File: src/rtl/rxf_pkg.sv
package rxf_pkg;
  localparam int MAC_W      = 48;
  localparam int SLICE_W    = 6;
  localparam int NUM_SLICES = MAC_W / SLICE_W;
  localparam int TBL_BITS   = 1 << SLICE_W;
  localparam int NUM_UCAST  = 2;

  localparam logic [2:0] OFF_GRP_LO = 3'd4;
  localparam logic [2:0] OFF_GRP_HI = 3'd5;
  localparam logic [2:0] OFF_CTRL   = 3'd7;

  // Control word layout (bits 3:0 of the write at OFF_CTRL)
  typedef struct packed {
    logic       bcast_en;    // bit 3
    logic       indiv_hash;  // bit 2
    logic [1:0] ucast_en;    // bit 1: slot 1, bit 0: slot 0
  } rx_ctrl_t;

  // XOR-fold of the address into a table index
  function automatic logic [SLICE_W-1:0] hash_fold(input logic [MAC_W-1:0] a);
    logic [SLICE_W-1:0] acc;
    acc = '0;
    for (int k = 0; k < NUM_SLICES; k++) begin
      acc = acc ^ a[k*SLICE_W +: SLICE_W];
    end
    return acc;
  endfunction
endpackage

File: src/rtl/rxf_regs.sv
module rxf_regs
  import rxf_pkg::*;
(
  input  logic                           clk,
  input  logic                           rst_n,
  input  logic                           wr_en,
  input  logic [2:0]                     wr_off,
  input  logic [31:0]                    wr_data,
  output logic [NUM_UCAST-1:0][MAC_W-1:0] ucast_addr,
  output logic [TBL_BITS-1:0]            grp_tbl,
  output rx_ctrl_t                       ctrl
);
  localparam int HI_W = MAC_W - 32;

  logic [31:0] grp_lo_q, grp_hi_q;
  rx_ctrl_t    ctrl_q;

  for (genvar s = 0; s < NUM_UCAST; s++) begin : g_slot
    localparam logic [2:0] OFF_LO = 3'(2 * s);
    localparam logic [2:0] OFF_HI = 3'(2 * s + 1);
    logic [31:0]     lo_q;
    logic [HI_W-1:0] hi_q;
    always_ff @(posedge clk) begin
      if (!rst_n) begin
        lo_q <= '0;
        hi_q <= '0;
      end else if (wr_en) begin
        if (wr_off == OFF_LO) lo_q <= wr_data;
        if (wr_off == OFF_HI) hi_q <= wr_data[HI_W-1:0];
      end
    end
    assign ucast_addr[s] = {hi_q, lo_q};
  end

  always_ff @(posedge clk) begin
    if (!rst_n) begin
      grp_lo_q <= '0;
      grp_hi_q <= '0;
      ctrl_q   <= '0;
    end else if (wr_en) begin
      case (wr_off)
        OFF_GRP_LO: grp_lo_q <= wr_data;
        OFF_GRP_HI: grp_hi_q <= wr_data;
        OFF_CTRL:   ctrl_q   <= rx_ctrl_t'(wr_data[3:0]);
        default: ;
      endcase
    end
  end

  assign grp_tbl = {grp_hi_q, grp_lo_q};
  assign ctrl    = ctrl_q;

  AST_CTRL_LOAD: assert property (@(posedge clk) disable iff (!rst_n)
    (wr_en && wr_off == OFF_CTRL) |=> (ctrl == rx_ctrl_t'($past(wr_data[3:0]))));
endmodule

File: src/rtl/rxf_hash.sv
module rxf_hash
  import rxf_pkg::*;
(
  input  logic [MAC_W-1:0]    dst,
  input  logic [TBL_BITS-1:0] tbl,
  input  logic                indiv_en,
  output logic [SLICE_W-1:0]  idx,
  output logic                grp_hit
);
  logic eligible;
  assign idx      = hash_fold(dst);
  assign eligible = indiv_en | dst[0];
  assign grp_hit  = eligible & tbl[idx];
endmodule

File: src/rtl/rxf_ucast_cmp.sv
module rxf_ucast_cmp
  import rxf_pkg::*;
(
  input  logic [MAC_W-1:0] dst,
  input  logic [MAC_W-1:0] ref_addr,
  input  logic             en,
  output logic             hit
);
  assign hit = en && (dst == ref_addr);
endmodule

File: src/rtl/rxf_decide.sv
module rxf_decide
  import rxf_pkg::*;
(
  input  logic                 clk,
  input  logic                 rst_n,
  input  logic                 req,
  input  logic                 len_ok,
  input  logic [NUM_UCAST-1:0] ucast_hit,
  input  logic                 bcast_hit,
  input  logic                 grp_hit,
  output logic                 valid,
  output logic                 accept
);
  logic any_hit;
  assign any_hit = (|ucast_hit) | bcast_hit | grp_hit;

  always_ff @(posedge clk) begin
    if (!rst_n) begin
      valid  <= 1'b0;
      accept <= 1'b0;
    end else begin
      valid  <= req;
      accept <= req & len_ok & any_hit;
    end
  end
endmodule

File: src/rtl/rx_dest_filter.sv
module rx_dest_filter
  import rxf_pkg::*;
#(
  parameter int LEN_W   = 16,
  parameter int MIN_LEN = 12
) (
  input  logic             clk,
  input  logic             rst_n,
  input  logic             wr_en,
  input  logic [2:0]       wr_off,
  input  logic [31:0]      wr_data,
  input  logic             addr_valid,
  input  logic [MAC_W-1:0] dst_addr,
  input  logic [LEN_W-1:0] frame_len,
  output logic             dec_valid,
  output logic             dec_accept
);
  localparam logic [LEN_W-1:0] MIN_LEN_V = LEN_W'(MIN_LEN);

  logic [NUM_UCAST-1:0][MAC_W-1:0] ucast_addr;
  logic [TBL_BITS-1:0]             grp_tbl;
  rx_ctrl_t                        ctrl;
  logic [NUM_UCAST-1:0]            ucast_hit;
  logic                            bcast_hit;
  logic                            grp_hit;
  logic [SLICE_W-1:0]              hash_idx;
  logic                            len_ok;

  rxf_regs u_regs (
    .clk(clk), .rst_n(rst_n), .wr_en(wr_en), .wr_off(wr_off), .wr_data(wr_data),
    .ucast_addr(ucast_addr), .grp_tbl(grp_tbl), .ctrl(ctrl)
  );

  for (genvar s = 0; s < NUM_UCAST; s++) begin : g_cmp
    rxf_ucast_cmp u_cmp (
      .dst(dst_addr), .ref_addr(ucast_addr[s]), .en(ctrl.ucast_en[s]), .hit(ucast_hit[s])
    );
  end

  rxf_hash u_hash (
    .dst(dst_addr), .tbl(grp_tbl), .indiv_en(ctrl.indiv_hash),
    .idx(hash_idx), .grp_hit(grp_hit)
  );

  assign bcast_hit = ctrl.bcast_en && (&dst_addr);
  assign len_ok    = (frame_len >= MIN_LEN_V);

  rxf_decide u_dec (
    .clk(clk), .rst_n(rst_n), .req(addr_valid), .len_ok(len_ok),
    .ucast_hit(ucast_hit), .bcast_hit(bcast_hit), .grp_hit(grp_hit),
    .valid(dec_valid), .accept(dec_accept)
  );

  AST_VALID_FOLLOWS: assert property (@(posedge clk) disable iff (!rst_n)
    addr_valid |=> dec_valid);
  AST_VALID_SOURCE: assert property (@(posedge clk) disable iff (!rst_n)
    dec_valid |-> $past(addr_valid));
  AST_ACCEPT_QUAL: assert property (@(posedge clk) disable iff (!rst_n)
    dec_accept |-> dec_valid);
  AST_SHORT_DROP: assert property (@(posedge clk) disable iff (!rst_n)
    (addr_valid && frame_len < MIN_LEN_V) |=> !dec_accept);
  AST_UCAST_ACCEPT: assert property (@(posedge clk) disable iff (!rst_n)
    (addr_valid && len_ok && (|ucast_hit)) |=> dec_accept);
  AST_BCAST_ACCEPT: assert property (@(posedge clk) disable iff (!rst_n)
    (addr_valid && len_ok && ctrl.bcast_en && (&dst_addr)) |=> dec_accept);
  AST_GROUP_MCAST: assert property (@(posedge clk) disable iff (!rst_n)
    (addr_valid && !ctrl.indiv_hash && !dst_addr[0] && !(|ucast_hit)) |=> !dec_accept);
endmodule

File: config.mk
export PLATFORM = sky130hd
export DESIGN_NAME = rx_dest_filter
export DESIGN_NICKNAME = d
export VERILOG_FILES = /design/src/rtl/rxf_pkg.sv /design/src/rtl/rxf_regs.sv /design/src/rtl/rxf_hash.sv /design/src/rtl/rxf_ucast_cmp.sv /design/src/rtl/rxf_decide.sv /design/src/rtl/rx_dest_filter.sv
export SDC_FILE = /design/constraint.sdc
export NUM_CORES = 1
export LEC_CHECK = 0
export ABC_CLOCK_PERIOD_IN_PS = 7200
export BUFFER_PORTS_ARGS = -buffer_cell sky130_fd_sc_hd__clkbuf_2
export CAP_MARGIN = 20
export CORE_ASPECT_RATIO = 1.2
export CORE_MARGIN = 2
export CORE_UTILIZATION = 35
export DETAILED_ROUTE_END_ITERATION = 7
export SETUP_SLACK_MARGIN = 0.3
export SLEW_MARGIN = 5
export SYNTH_ARGS = -nofsm -noshare
export SYNTH_HDL_FRONTEND = slang
export SYNTH_HIERARCHICAL = 1
export SYNTH_SLANG_ARGS = --single-unit
File: constraint.sdc
create_clock -name clk -period 7.2 [get_ports clk]
set_input_delay 0 -clock clk [delete_from_list [all_inputs] [get_ports clk]]
set_output_delay 0 -clock clk [all_outputs]
set_load 0.1 [all_outputs]
==> flow_metrics.tcl <==
set metrics [dict create \
    status "complete, but fails checks" \
    violations "hold timing" \
    synth_area_leader_cell "dfxtp_1" \
    core_sq_um 23300 \
    regArea_sq_um 3320 \
    cp_slowest_cell "or4_1" \
    clkLatencyLatePin_ps 430 \
    cts_made_buffers 17 \
    path_class "in2reg" \
    drt_wl_total_mm 23.5 \
    diodes 0 \
    grt_use_total_pct 19.3 \
    grt_pass1_wl_mm 36.4 \
    syn_area_sq_um 8330 \
    cp.required_ps 7530 \
    r2r-start "u_regs/grp_hi_q[29]" \
    synth_common_cells "nand2_1 (205), mux2i_1 (187), dfxtp_1 (166)" \
    worstPathMaxFanout 29 \
    syn_nets 946 \
    holdPathEnd "u_regs/grp_hi_q[12]" \
    dieArea_sq_um 25000 \
    min_path_cells 3 \
    overflow 0 \
    drt-wirelength-per-cell_um 18.5 \
    end_kind "register" \
    yosysUniqueCellTypes 46 \
    avgSynthCellArea_sq_um 9.88 \
    route.vias.total 6312 \
    synth_seq_cells 166 \
    ir_drop_v 0.000150 \
    grt_pass1_vias 6410 \
    fillerInstances 2276 \
    drv_cap 0 \
    cts_tree "done" \
    drc 0 \
    max_stage_delay_ps 580 \
    slew_violations 0 \
    netlist_instances 843 \
    synth_edf_count 0 \
    cts_max_level 4 \
    area_growth_pct 17.1 \
    drt_iter0_markers 272 \
    cts_root_buf "clkbuf_16" \
    fmax_ghz 0.335 \
    setup_viol 0 \
    layout-drive-gt1-share_pct 16.8 \
    die_h_um 173 \
    clock-sinks 166 \
    hold_viol 1 \
    avgViaCountPerCell 4.97 \
    setup_tns_ps 0 \
    min_period_ps 2990 \
    clockBufferDepth 2 \
    dr.pass1.iters 5 \
    crit_chain "clkbuf_2, xnor2_1, xnor2_1, xnor2_2, buf_4, and2b_1, a211oi_1, a2111oi_0, o31a_1, o311a_1, or4_1, and3_1" \
    dpl_cell_area_sq_um 9020 \
    reg2regPathDepth 7 \
    path_clk_slew_ps 70 \
    rows 61 \
    fin_crit_sh_pct 41.5 \
    hold_ws_ps -0.139 \
    rsz0062_at_grt "no" \
    synth_top_area_share_pct 39.9 \
    multi_input_area_sq_um 4710 \
    final_util_pct 41.9 \
    synth_warnings 6 \
    hp-start "wr_data[12]" \
    worst_slew_pin_slew_ps 927 \
    final_nets 1046 \
    cp.arrival_ps 3320 \
    synth.yosys.seq_area_share_pct 39.9 \
    ys.flop_type "dfxtp_1" \
    worst_slew_margin_rel_pct 37.8 \
    grt_max_degree 123 \
    worst_clock_skew_ps 7.38 \
    start_util_pct 35.8 \
    leakagePower_uw 0.00451 \
    ios 105 \
    antenna_found_initial 0 \
    yosysMostFrequentCell "nand2_1" \
    die_width_um 145 \
    start_kind "input pin" \
    async_reset_ff_share_pct 0 \
    final_area_sq_um 9750 \
    p_per_area_nw_per_um2 232 \
    reg2reg_slack_ps 4810 \
    place_hpwl_mm 17.0 \
    numPortBuffers 102 \
    timing.rr.end "u_dec/accept" \
    cp_common_cell "xnor2_1" \
    min-delay-path-class "in2reg" \
    gp_congestion 0.855 \
    antenna_left 0 \
    synthTopCellsByArea "dfxtp_1 (40%), mux2i_1 (22%), xor2_1 (10%)" \
]
==> layer usage <==
| metal | global-route usage (%) | up-vias | part of all wire [%] | wire (um) |
|---|---|---|---|---|
| met2 | 33.3 | 123 | 51 | 11900 |
| li1 | - | 3083 | - | - |
| met3 | 2.85 | 32 | 3.0 | 696 |
| met1 | 24.4 | 3074 | 44 | 10400 |
| met5 | 0 | - | 0 | 0 |
| met4 | 6.35 | 0 | 2.3 | 551 |
==> cell usage in the layout (no fill, tap or decap), types with 3 or more instances in the layout <==
cell | netlist | layout
clkinv_4 | 0 | 3
dfxtp_1 | 166 | 166
clkinv_2 | 0 | 3
xnor2_1 | 37 | 36
dlygate4sd3_1 | 0 | 15
mux4_1 | 3 | 3
nand2_1 | 205 | 205
xnor2_2 | 2 | 3
clkbuf_2 | 0 | 101
nor2_1 | 4 | 4
nand4_1 | 18 | 18
nor3_1 | 3 | 3
nor4_1 | 27 | 27
clkbuf_16 | 0 | 17
nand3_1 | 9 | 9
buf_4 | 10 | 9
mux4_2 | 3 | 3
xor2_1 | 98 | 98
mux2i_1 | 187 | 187
clkbuf_8 | 0 | 4
==> flip-flops by register name, summed over array words and instances, names as in the netlist <==
| name | count |
|---|---|
| u_dec/valid | 1 |
| u_dec/accept | 1 |
| u_regs/ctrl | 4 |
| u_regs/g_slot.lo_q | 64 |
| u_regs/g_slot.hi_q | 32 |
| u_regs/grp_hi_q | 32 |
| u_regs/grp_lo_q | 32 |
==> repair_timing <==
action,4_1_cts,5_1_grt
buffers inserted,0,0
hold endpoints to repair,44,0
hold buffers,15,0
gates resized for setup,0,0
==> worst max-delay path, delay by kind of cell <==
| family | cells | cell delay [ps] |
|---|---|---|
| xor gates and xnor gates | 3 | 660 |
| AOI/OAI and AO/OA | 4 | 1020 |
| buffers and inverters | 2 | 570 |
| and+or+nand+nor | 3 | 1030 |
==> report_power, final <==
part           internal [uW]  switching (uW)  total [uW]
combinational            167             252         419
sequential               939            12.7         952
clock                    514             380         893
==> how the worst max path moves through the flow <==
stage                 start      endpoint
2_1_floorplan  dst_addr[37]  u_dec/accept
3_3_place_gp   dst_addr[12]  u_dec/accept
3_5_place_dp   dst_addr[12]  u_dec/accept
4_1_cts        dst_addr[12]  u_dec/accept
5_1_grt        dst_addr[12]  u_dec/accept
6_report       dst_addr[12]  u_dec/accept
==> logic make-up (layout without fill, tap and decap cells) <==
kind of cell | count (synthesis) | after routing | synth area share [%]
buffers and inverters | 47 | 160 | 3.73
XOR/XNOR | 138 | 138 | 14.9
AND/OR/NAND/NOR | 284 | 284 | 15.7
flip-flops | 166 | 166 | 39.9
multiplexers | 195 | 195 | 24.5
AO/OA/AOI/OAI | 13 | 13 | 1.26
==> area by class of cell <==
cell class                      count  share of cell area [%]
Clock inverter                     10                   0.976
Multi-Input combinational cell    630                    48.3
Timing Repair Buffer              126                    7.54
Sequential cell                   166                    34.1
Clock buffer                       22                    4.97
Tap cell                          315                    4.04
Inverter                            2                   0.103
==> through the flow <==
stage | setup slack, ps | total power, uW | instances | hold slack [ps]
final | 4210 | 2260 | 1271 | -0.139
after global placement | 3800 | 1380 | 1224 | 227
after floorplan | 4560 | 1250 | 843 | 137
after detailed placement | 3780 | 1390 | 1224 | 227
after global routing | 4110 | 2350 | 1271 | 19.3
after CTS | 4230 | 2280 | 1271 | 0.0860
Power figures use the tool's default switching activity.
